[src/rtl/fpdram_pkg.sv]
package fpdram_pkg;

    localparam int ROW_W  = 9;
    localparam int COL_W  = 9;
    localparam int DATA_W = 16;
    localparam int BE_W   = 2;
    localparam int ADDR_W = ROW_W + COL_W;

    typedef enum logic [3:0] {
        ST_IDLE,
        ST_ROW,
        ST_RCD,
        ST_COL,
        ST_CAS,
        ST_OPEN,
        ST_PRE,
        ST_RF_CSR,
        ST_RF_RAS
    } seq_state_e;

    typedef struct packed {
        logic              write;
        logic [ADDR_W-1:0] addr;
        logic [DATA_W-1:0] wdata;
        logic [BE_W-1:0]   be;
    } host_req_t;

    typedef struct packed {
        logic ras_n;
        logic casl_n;
        logic cash_n;
        logic we_n;
        logic oe_n;
    } strobe_t;

    function automatic logic [ROW_W-1:0] row_of(input logic [ADDR_W-1:0] a);
        return a[ADDR_W-1:COL_W];
    endfunction

    function automatic logic [COL_W-1:0] col_of(input logic [ADDR_W-1:0] a);
        return a[COL_W-1:0];
    endfunction

    // Reads fetch the whole word; writes strobe only the enabled bytes.
    function automatic logic [BE_W-1:0] cas_select(input host_req_t r);
        return r.write ? r.be : {BE_W{1'b1}};
    endfunction

    function automatic int max_of(input int a, input int b);
        return (a > b) ? a : b;
    endfunction

endpackage

[src/rtl/fpd_refresh_timer.sv]
module fpd_refresh_timer #(
    parameter int REF_INTERVAL = 1500
) (
    input  logic clk,
    input  logic rst,
    input  logic grant,
    output logic pending
);
    localparam int TW = $clog2(REF_INTERVAL);

    logic [TW-1:0] cnt_q;

    always_ff @(posedge clk) begin
        if (rst) begin
            cnt_q   <= TW'(REF_INTERVAL - 1);
            pending <= 1'b0;
        end else if (cnt_q == '0) begin
            cnt_q   <= TW'(REF_INTERVAL - 1);
            pending <= 1'b1;
        end else begin
            cnt_q <= cnt_q - 1'b1;
            if (grant) pending <= 1'b0;
        end
    end

    // a due refresh is never dropped before the sequencer takes it.
    a_r8_pending_kept: assert property (@(posedge clk) disable iff (rst)
        (pending && !grant) |=> pending);

    // the sequencer only takes a refresh that is due.
    a_r8_grant_needs_pending: assert property (@(posedge clk) disable iff (rst)
        grant |-> pending);

endmodule

[src/rtl/fpd_page_tracker.sv]
module fpd_page_tracker
    import fpdram_pkg::*;
(
    input  logic             clk,
    input  logic             rst,
    input  logic             open_set,
    input  logic [ROW_W-1:0] set_row,
    input  logic             open_clr,
    input  logic [ROW_W-1:0] req_row,
    output logic             row_open,
    output logic             page_hit
);
    logic [ROW_W-1:0] row_q;

    always_ff @(posedge clk) begin
        if (rst) begin
            row_open <= 1'b0;
            row_q    <= '0;
        end else if (open_set) begin
            row_open <= 1'b1;
            row_q    <= set_row;
        end else if (open_clr) begin
            row_open <= 1'b0;
        end
    end

    assign page_hit = row_open && (req_row == row_q);

    // a page is never opened and closed in the same cycle.
    a_r7_set_clr_exclusive: assert property (@(posedge clk) disable iff (rst)
        !(open_set && open_clr));

    // a row is opened only from the closed state.
    a_r7_open_from_closed: assert property (@(posedge clk) disable iff (rst)
        open_set |-> !row_open);

endmodule

[src/rtl/fpd_sequencer.sv]
module fpd_sequencer
    import fpdram_pkg::*;
#(
    parameter int T_RCD = 3,
    parameter int T_CAS = 2,
    parameter int T_RP  = 3,
    parameter int T_CSR = 1,
    parameter int T_RFH = 4
) (
    input  logic              clk,
    input  logic              rst,
    input  logic              req_valid,
    input  host_req_t         req_in,
    input  logic              page_hit,
    input  logic              ref_pending,
    output logic              ref_grant,
    output logic              open_set,
    output logic [ROW_W-1:0]  open_row,
    output logic              open_clr,
    output strobe_t           strb,
    output logic [ROW_W-1:0]  addr_out,
    output logic [DATA_W-1:0] dq_out,
    output logic              dq_oe,
    input  logic [DATA_W-1:0] dq_in,
    output logic              ack,
    output logic [DATA_W-1:0] rdata
);
    localparam int T_MAX = max_of(max_of(T_RCD, T_CAS), max_of(max_of(T_RP, T_CSR), T_RFH));
    localparam int CNT_W = $clog2(T_MAX + 1);

    seq_state_e        state_q, state_d;
    logic [CNT_W-1:0]  cnt_q, cnt_d;
    host_req_t         cur_q, cur_d;
    logic              ack_d;
    logic [BE_W-1:0]   sel;
    logic              last;

    assign last = (cnt_q == '0);
    assign sel  = cas_select(cur_q);

    // Next-state and counter loading.
    always_comb begin
        state_d   = state_q;
        cnt_d     = last ? '0 : cnt_q - 1'b1;
        cur_d     = cur_q;
        ack_d     = 1'b0;
        ref_grant = 1'b0;
        open_set  = 1'b0;
        open_clr  = 1'b0;
        unique case (state_q)
            ST_IDLE: begin
                if (ref_pending) begin
                    state_d   = ST_RF_CSR;
                    cnt_d     = CNT_W'(T_CSR - 1);
                    ref_grant = 1'b1;
                end else if (req_valid) begin
                    state_d = ST_ROW;
                    cur_d   = req_in;
                end
            end
            ST_ROW: begin
                state_d  = ST_RCD;
                cnt_d    = CNT_W'(T_RCD - 1);
                open_set = 1'b1;
            end
            ST_RCD: if (last) begin
                state_d = ST_CAS;
                cnt_d   = CNT_W'(T_CAS - 1);
            end
            ST_COL: begin
                state_d = ST_CAS;
                cnt_d   = CNT_W'(T_CAS - 1);
            end
            ST_CAS: if (last) begin
                state_d = ST_OPEN;
                ack_d   = 1'b1;
            end
            ST_OPEN: begin
                if (ref_pending || (req_valid && !page_hit)) begin
                    state_d  = ST_PRE;
                    cnt_d    = CNT_W'(T_RP - 1);
                    open_clr = 1'b1;
                end else if (req_valid) begin
                    state_d = ST_COL;
                    cur_d   = req_in;
                end
            end
            ST_PRE: if (last) state_d = ST_IDLE;
            ST_RF_CSR: if (last) begin
                state_d = ST_RF_RAS;
                cnt_d   = CNT_W'(T_RFH - 1);
            end
            ST_RF_RAS: if (last) begin
                state_d = ST_PRE;
                cnt_d   = CNT_W'(T_RP - 1);
            end
            default: state_d = ST_IDLE;
        endcase
    end

    always_ff @(posedge clk) begin
        if (rst) begin
            state_q <= ST_IDLE;
            cnt_q   <= '0;
            cur_q   <= '0;
            ack     <= 1'b0;
            rdata   <= '0;
        end else begin
            state_q <= state_d;
            cnt_q   <= cnt_d;
            cur_q   <= cur_d;
            ack     <= ack_d;
            if (state_q == ST_CAS && last && !cur_q.write) rdata <= dq_in;
        end
    end

    // Pin decode from the registered state.
    always_comb begin
        strb     = '{ras_n: 1'b1, casl_n: 1'b1, cash_n: 1'b1, we_n: 1'b1, oe_n: 1'b1};
        addr_out = row_of(cur_q.addr);
        dq_oe    = 1'b0;
        unique case (state_q)
            ST_RCD: begin
                strb.ras_n = 1'b0;
                strb.we_n  = !cur_q.write;
                dq_oe      = cur_q.write;
                // Row held through the RAS edge, column from the next cycle.
                if (cnt_q != CNT_W'(T_RCD - 1)) addr_out = col_of(cur_q.addr);
            end
            ST_COL: begin
                strb.ras_n = 1'b0;
                strb.we_n  = !cur_q.write;
                dq_oe      = cur_q.write;
                addr_out   = col_of(cur_q.addr);
            end
            ST_CAS: begin
                strb.ras_n  = 1'b0;
                strb.casl_n = !sel[0];
                strb.cash_n = !sel[1];
                strb.we_n   = !cur_q.write;
                strb.oe_n   = cur_q.write;
                dq_oe       = cur_q.write;
                addr_out    = col_of(cur_q.addr);
            end
            ST_OPEN: begin
                strb.ras_n = 1'b0;
                addr_out   = col_of(cur_q.addr);
            end
            ST_RF_CSR: begin
                strb.casl_n = 1'b0;
                strb.cash_n = 1'b0;
            end
            ST_RF_RAS: begin
                strb.ras_n  = 1'b0;
                strb.casl_n = 1'b0;
                strb.cash_n = 1'b0;
            end
            default: ;
        endcase
    end

    assign dq_out   = cur_q.wdata;
    assign open_row = row_of(cur_q.addr);

    // address does not move in the cycle RAS falls.
    a_r2_row_setup: assert property (@(posedge clk) disable iff (rst)
        $fell(strb.ras_n) |-> $stable(addr_out));

    // address does not move when a column strobe falls under an open row.
    a_r2_col_setup: assert property (@(posedge clk) disable iff (rst)
        (!strb.ras_n && ($fell(strb.casl_n) || $fell(strb.cash_n))) |-> $stable(addr_out));

    // early write, WE already low in the cycle before CAS falls.
    a_r3_early_write: assert property (@(posedge clk) disable iff (rst)
        (!strb.ras_n && !strb.we_n && ($fell(strb.casl_n) || $fell(strb.cash_n)))
            |-> $past(!strb.we_n));

    // output enable stays off and the data pins are driven while writing.
    a_r3_oe_off_on_write: assert property (@(posedge clk) disable iff (rst)
        !strb.we_n |-> (strb.oe_n && dq_oe));

    // reads strobe both bytes together.
    a_r5_read_pair: assert property (@(posedge clk) disable iff (rst)
        (!strb.oe_n) |-> (!strb.casl_n && !strb.cash_n && strb.we_n));

    // RAS stays high for more than one cycle after it rises.
    a_r7_precharge: assert property (@(posedge clk) disable iff (rst)
        $rose(strb.ras_n) |=> strb.ras_n);

    // a refresh RAS edge is always preceded by both CAS strobes low.
    a_r8_cbr_order: assert property (@(posedge clk) disable iff (rst)
        ($fell(strb.ras_n) && !strb.casl_n) |-> $past(!strb.casl_n && !strb.cash_n));

    // the acknowledge is a single-cycle pulse.
    a_r5_ack_pulse: assert property (@(posedge clk) disable iff (rst)
        ack |=> !ack);

endmodule

[src/rtl/fpdram_ctrl.sv]
module fpdram_ctrl
    import fpdram_pkg::*;
#(
    parameter int T_RCD        = 3,
    parameter int T_CAS        = 2,
    parameter int T_RP         = 3,
    parameter int T_CSR        = 1,
    parameter int T_RFH        = 4,
    parameter int REF_INTERVAL = 1500
) (
    input  logic              clk,
    input  logic              rst,
    input  logic              req_valid,
    input  logic              req_write,
    input  logic [ADDR_W-1:0] req_addr,
    input  logic [DATA_W-1:0] req_wdata,
    input  logic [BE_W-1:0]   req_be,
    output logic              req_ack,
    output logic [DATA_W-1:0] rsp_rdata,
    output logic              dram_ras_n,
    output logic              dram_casl_n,
    output logic              dram_cash_n,
    output logic              dram_we_n,
    output logic              dram_oe_n,
    output logic [ROW_W-1:0]  dram_addr,
    output logic [DATA_W-1:0] dram_dq_out,
    output logic              dram_dq_oe,
    input  logic [DATA_W-1:0] dram_dq_in
);
    host_req_t        hreq;
    strobe_t          strb;
    logic             ref_pending, ref_grant;
    logic             open_set, open_clr, row_open, page_hit;
    logic [ROW_W-1:0] open_row;

    assign hreq = '{write: req_write, addr: req_addr, wdata: req_wdata, be: req_be};

    fpd_refresh_timer #(.REF_INTERVAL(REF_INTERVAL)) u_timer (
        .clk     (clk),
        .rst     (rst),
        .grant   (ref_grant),
        .pending (ref_pending)
    );

    fpd_page_tracker u_page (
        .clk      (clk),
        .rst      (rst),
        .open_set (open_set),
        .set_row  (open_row),
        .open_clr (open_clr),
        .req_row  (row_of(req_addr)),
        .row_open (row_open),
        .page_hit (page_hit)
    );

    fpd_sequencer #(
        .T_RCD (T_RCD),
        .T_CAS (T_CAS),
        .T_RP  (T_RP),
        .T_CSR (T_CSR),
        .T_RFH (T_RFH)
    ) u_seq (
        .clk         (clk),
        .rst         (rst),
        .req_valid   (req_valid),
        .req_in      (hreq),
        .page_hit    (page_hit),
        .ref_pending (ref_pending),
        .ref_grant   (ref_grant),
        .open_set    (open_set),
        .open_row    (open_row),
        .open_clr    (open_clr),
        .strb        (strb),
        .addr_out    (dram_addr),
        .dq_out      (dram_dq_out),
        .dq_oe       (dram_dq_oe),
        .dq_in       (dram_dq_in),
        .ack         (req_ack),
        .rdata       (rsp_rdata)
    );

    assign dram_ras_n  = strb.ras_n;
    assign dram_casl_n = strb.casl_n;
    assign dram_cash_n = strb.cash_n;
    assign dram_we_n   = strb.we_n;
    assign dram_oe_n   = strb.oe_n;

    // the page flag and the RAS pin agree outside the refresh window.
    a_r6_open_means_ras_low: assert property (@(posedge clk) disable iff (rst)
        (row_open && dram_casl_n) |-> !dram_ras_n);

    // strobes are inactive in the first cycle out of reset.
    a_r1_quiet_after_reset: assert property (@(posedge clk)
        $past(rst) |-> (dram_ras_n && dram_casl_n && dram_cash_n && dram_we_n && dram_oe_n && !req_ack));

endmodule

[config.mk]
export PLATFORM = sky130hd
export DESIGN_NAME = fpdram_ctrl
export DESIGN_NICKNAME = d
export VERILOG_FILES = /design/src/rtl/fpdram_pkg.sv /design/src/rtl/fpd_refresh_timer.sv /design/src/rtl/fpd_page_tracker.sv /design/src/rtl/fpd_sequencer.sv /design/src/rtl/fpdram_ctrl.sv
export SDC_FILE = /design/constraint.sdc
export NUM_CORES = 1
export LEC_CHECK = 0
export ABC_CLOCK_PERIOD_IN_PS = 4700
export BUFFER_PORTS_ARGS = -buffer_cell sky130_fd_sc_hd__buf_4
export CORE_MARGIN = 1.5
export CORE_UTILIZATION = 40
export DETAILED_ROUTE_END_ITERATION = 12
export GPL_ROUTABILITY_DRIVEN = 0
export HOLD_SLACK_MARGIN = 0.15
export PLACE_DENSITY = 0.73
export SLEW_MARGIN = 0
export SYNTH_ARGS = -nofsm -noshare
export SYNTH_HDL_FRONTEND = slang
export SYNTH_SLANG_ARGS = --single-unit
[constraint.sdc]
create_clock -name clk -period 4.7 [get_ports clk]
set_clock_uncertainty 0.1 [all_clocks]
set_input_delay 0 -clock clk [delete_from_list [all_inputs] [get_ports clk]]
set_output_delay 0 -clock clk [all_outputs]
set_load 0.01 [all_outputs]
# --- After elaboration in Yosys (flattened, before gate mapping) ---
# Index checks and enable logic that the tools add are counted.
classes:
  muxes: 39
  bitwise_logic: 1
  n_addsub: 2
  n_reduce_logical: 23
  eq_ne: 19
ops:
  columns: ["operator", "count"]
  rows:
  - ["2-to-1 mux 37 bit", 3]
  - ["one-hot mux 37 bit (2 select lines)", 1]
  - ["2-to-1 mux 4 bit", 9]
  - ["one-hot mux 4 bit (9 select lines)", 1]
  - ["one-hot mux 3 bit (7 select lines)", 1]
  - ["2-to-1 mux 3 bit", 6]
  - ["one-hot mux 9 bit (2 select lines)", 1]
  - ["== test 4 x 3 -> 1 bit, second input constant", 4]
  - ["2-to-1 mux 1 bit", 14]
  - ["zero test 11 bit", 1]
  - ["subtractor 11 x 1 -> 11 bit, second input constant", 1]
  - ["!= test 2 x 1 -> 1 bit, second input constant", 5]
  - ["== test 9 bit", 1]
  - ["2-to-1 mux 9 bit", 1]
  - ["== test 4 x 2 -> 1 bit, second input constant", 2]
  - ["AND reduction 7 bit", 1]
  - ["!= test 3 x 2 -> 1 bit, second input constant", 2]
  - ["nonzero test 2 bit", 3]
  - ["OR reduction 2 bit", 3]
  - ["OR reduction 3 bit", 2]
  - ["OR reduction 5 bit", 1]
  - ["== test 4 x 1 -> 1 bit, second input constant", 1]
  - ["== test 4 bit, second input constant", 1]
  - ["logical AND 1 bit", 4]
  - ["11 further kinds", 15]
totals:
  inputBits: 56
  reg_bits: 83
  wordCells: 96
  output_inout_bits: 48

# --- Depth between registers and ports, before layout ---
depth:
  word_depth: 9
  mapped_depth: 8
  mapped_depth_nobuf: 8

# --- By module ---
# Synthesis repeated with hierarchy kept, for this count alone.
hier_totals:
  cells_unflattened: 465
  area_unflattened_um2: 3950.0
modules_own_cells:
  columns: ["module", "seq_area_each_um2", "area_per_inst_um2", "instances", "cells_per_inst"]
  rows:
  - ["fpd_sequencer", 1221.2, 2914.0, 1, 354]
  - ["fpd_refresh_timer", 240.2, 583.1, 1, 65]
  - ["fpd_page_tracker", 200.2, 452.9, 1, 46]

# --- Worst setup path before layout ---
# No wires, ideal clock.
synth_timing:
  path_kind: "reg2reg"
  from: "reg u_seq.cnt_q[0]"
  to: "reg u_seq.state_q[1]"
  setup_slack_ps: 2703
  path_buffers: 0
  setup_ps: 70
  arrival_ps: 1826
  t_required_ps: 4530
  stages_incl_launch_ff: 8
  synth_period_minus_slack_ps: 1997
  cell_sequence: "dfxtp_1 or2_2 inv_1 ha_1 inv_1 o32a_1 a311o_1 a21oi_1"
synth_via:
  elab_chain_cells: 3
  word_cells_on_any_way: 7
  cone_classes: "eq/ne: 5; reduce/logical: 2"
synth_rtl:
  columns: ["element", "line", "text"]
  rows:
  - ["start, declared", "fpd_sequencer.sv:32", "logic [CNT_W-1:0] cnt_q, cnt_d;"]
  - ["start signal, assigned", "fpd_sequencer.sv:110", "cnt_q <= cnt_d;"]
  - ["zero test 3 bit *", "fpd_sequencer.sv:38", "assign last = (cnt_q == '0);"]
  - ["net u_seq.last", "fpd_sequencer.sv:36", "logic last;"]
  - ["!= test 2 x 1 -> 1 bit (no source line)", null, null]
  - ["AND reduction 7 bit (no source line) *", null, null]
  - ["end signal, assigned", "fpd_sequencer.sv:109", "state_q <= state_d;"]
  - ["end, declared", "fpd_sequencer.sv:31", "seq_state_e state_q, state_d;"]
# The timed path passes the listed nets; every way through them passes the cells marked *.
# A chain may end at the register's enable or synchronous reset.

# --- Worst setup path in the final report ---
layout_timing:
  from: "reg u_seq.state_q[0]"
  to: "reg u_seq.cur_q, in the netlist u_seq.open_row[6]"
layout_via:
  elab_chain_cells: 3
  word_cells_on_any_way: 7
  cone_classes: "eq/ne: 3; mux: 1; reduce/logical: 3"
layout_rtl:
  columns: ["element", "line", "text"]
  rows:
  - ["== test 4 x 3 -> 1 bit or zero test 4 bit (tied branches)", "fpd_sequencer.sv:50", "unique case (state_q)"]
  - ["!= test 2 bit (no source line) or nonzero test 2 bit (tied branches)", null, null]
  - ["AND reduction 3 bit (no source line)", null, null]
  - ["end signal, assigned", "fpd_sequencer.sv:111", "cur_q <= cur_d;"]
  - ["end, declared", "fpd_sequencer.sv:33", "host_req_t cur_q, cur_d;"]
# Parallel ways exist; a longest one is shown, timed or not.

==> results.sh <==
export IMPL_final_nets=672
export IMPL_final_common_cell="buf_4"
export IMPL_critPathBufInv=1
export IMPL_worstHoldPathType="input pin to register"
export IMPL_areaGrowthSynthToFinish_pct=32.89
export IMPL_synth_compound_area_frac=0.1107
export IMPL_synth_top_area_share=0.3890
export IMPL_n_fill_cell=902
export IMPL_power_mw=2.397
export IMPL_grt_use_total=0.1920
export IMPL_cts_repair_resized=0
export IMPL_peakVddDrop_mv=0.1938
export IMPL_syn_area_per_cell_um2=8.753
export IMPL_initial_core_util=0.4138
export IMPL_synthAdderAreaFrac=0.01172
export IMPL_max_cap_viol_count=0
export IMPL_rsz0062_at_grt="no"
export IMPL_via_per_inst=4.961
export IMPL_setup_viol=0
export IMPL_seq_area_um2=1662
export IMPL_ys_flop_type="dfxtp_1"
export IMPL_postPlaceCellArea_um2=4955
export IMPL_antenna_found_initial=0
export IMPL_worstPathRequired_ps=4890
export IMPL_wl_per_cell_um=13.88
export IMPL_fp_row_count=37
export IMPL_multiInputGateArea_um2=2305
export IMPL_cts_max_level=3
export IMPL_synthesis_nets=548
export IMPL_worst_pin_slew_ps=1003
export IMPL_clockBufferDepth=2
export IMPL_r2r_start="u_seq.state_q[0]"
export IMPL_hp_start="rst"
export IMPL_antenna_cells=0
export IMPL_crit_start="u_seq.state_q[0]"
export IMPL_die_area_um2=11310
export IMPL_power_density_nw_per_um2=422.2
export IMPL_final_area_um2=5677
export IMPL_slew_violations=0
export IMPL_worst_setup_path_start_kind="register"
export IMPL_cp_depth=5
export IMPL_crit_fanout=24
export IMPL_synthCells=488
export IMPL_fin_crit_sh=0.6263
export IMPL_drive_above_1_share=0.2374
export IMPL_die_x_um=106.3
export IMPL_p_leak_nw=2.355
export IMPL_yosysWarningCount=0
export IMPL_endpoint_kind="register"
export IMPL_outcome="completed"
export IMPL_critical_path_max_stage_delay_ps=860
export IMPL_drtIter0Drc=168
export IMPL_hold_violations=0
export IMPL_portBuffers=103
export IMPL_crit_family="compound AO/OA/AOI/OAI gates"
export IMPL_reg2reg_depth=5
export IMPL_cts_buffers=9
export IMPL_drtAntennaViolNets=0
export IMPL_ys_seq_area_frac=0.3890
export IMPL_clock_sinks=83
export IMPL_period_minus_slack_ps=2944
export IMPL_grt_max_degree=116
export IMPL_wl_mm=10.42
export IMPL_dp_cells=683
export IMPL_synth_simple_area_share=0.2753
export IMPL_worstPathCellList="nor2b_4, nand3_2, o21ai_4, buf_4, mux2i_1"
export IMPL_stdcell_count=751
export IMPL_grt_remaining_overflow=0
export IMPL_dr_pass1_iters=4
export IMPL_grt_pass1_vias=3704
export IMPL_drc=0
export IMPL_synth_top_cell_by_area="dfxtp_1"
export IMPL_holdPathStages=2
export IMPL_synthXorXnorAreaFrac=0.02871
export IMPL_worstSetupPathType="register to register"
export IMPL_final_cell_mix="buf_4 (104), dfxtp_1 (83), nand2b_1 (79)"
export IMPL_cts_tree="yes"
export IMPL_cts_root_buffer="clkbuf_8"
export IMPL_slew_headroom=0.3287
export IMPL_slowest_stage="o21ai_4"
export IMPL_synth_cell_type_count=58
export IMPL_worstPathArrival_ps=3130
export IMPL_die_h_um=106.3
export IMPL_synth_top_family_by_area="simple AND/OR/NAND/NOR gates"
export IMPL_async_reset_ff_frac=0
export IMPL_syn_cell_area_um2=4272
export IMPL_fmax_ghz=0.3397
export IMPL_fin_setup_tns_ps=0
export IMPL_postCtsSetupBuffers=0
export IMPL_vias=3726
export IMPL_yosys_top_cells_area="dfxtp_1 (39%), nand2b_1 (12%), mux2i_1 (8.7%)"
export IMPL_ios=104
export IMPL_ys_ff_latch=83
export IMPL_place_hpwl_mm=6.522
export IMPL_core_area_um2=10320
export IMPL_muxShareOfSynthArea=0.1104
export IMPL_clk_latency_ps=360
export IMPL_grt_pass1_wl_mm=17.34
export IMPL_synth_edf_count=0
export IMPL_clk_pin_slew_worst_paths_ps=80
[kinds of logic after synthesis]
logic type      after synthesis
fa+ha+maj                     4
simple gates                205
buf+inv                      55
xor+xnor                     14
mux                          46
compound gates               81
flops                        83
[synthesized netlist by cell type (all sizes together), types with 3 or more instances]
master,instances
dfxtp,83
or2,3
mux2i,37
nor4,3
nand2b,79
nor2b,7
o21ai,10
a31oi,3
nand3,6
mux2,9
or3,3
a21boi,4
ha,4
xnor2,13
buf,31
o31ai,5
clkbuf,14
nand2,66
nor4b,3
nand4,4
a21oi,46
nor2,17
or4,3
nor3,5
inv,10
[what timing repair did]
action,in CTS,in global routing
setup endpoints to repair,0,0
endpoints found under the hold margin,59,0
hold buffers,54,0
[final cells by class]
| class | count | area share |
|---|---|---|
| Multi-Input combinational cell | 350 | 0.4060 |
| Sequential cell | 83 | 0.2927 |
| Timing Repair Buffer | 158 | 0.2328 |
| Tap cell | 136 | 0.02998 |
| Clock buffer | 11 | 0.02491 |
| Clock inverter | 3 | 0.007053 |
| Inverter | 10 | 0.006612 |
[through the flow]
step	setup slack [ps]	hold WS, ps	utilization
floorplan	2703	35.98	-
global placement	1869	147.3	0.4799
detailed placement	1781	161.3	0.4799
CTS	1756	174.0	0.5499
global route	1529	213.0	0.5499
finish	1756	185.1	0.5499
[where the power goes]
part	internal, mW	total (mW)	switching, mW	leakage (nW)
combinational	0.459	0.938	0.479	1.58
clock	0.253	0.504	0.252	0.0950
sequential	0.824	0.954	0.131	0.677
[layer usage]
layer,up-vias,GRT usage,routed length (um)
met5,-,0,0
met4,0,0.07819,209
met3,19,0.04292,431
met2,98,0.3272,5366
met1,1737,0.2328,4413
li1,1872,-,-
[final timing paths]
check	to	slack [ps]
worst min-delay path	u_seq.state_q[3]	190
worst min register to register	u_timer.cnt_q[0]	320
worst max register to register	u_seq.open_row[6]	1760
worst max-delay path	u_seq.open_row[6]	1760
[state kept, by name (all words and copies together), names as in the netlist, 3 cells and up]
register / count
u_seq.dq_out: 16
u_seq.rdata: 16
u_seq.cur_q: 12
u_timer.cnt_q: 11
u_page.row_q: 9
u_seq.open_row: 9
u_seq.state_q: 4
u_seq.cnt_q: 3
Power figures use the tool's default switching activity.
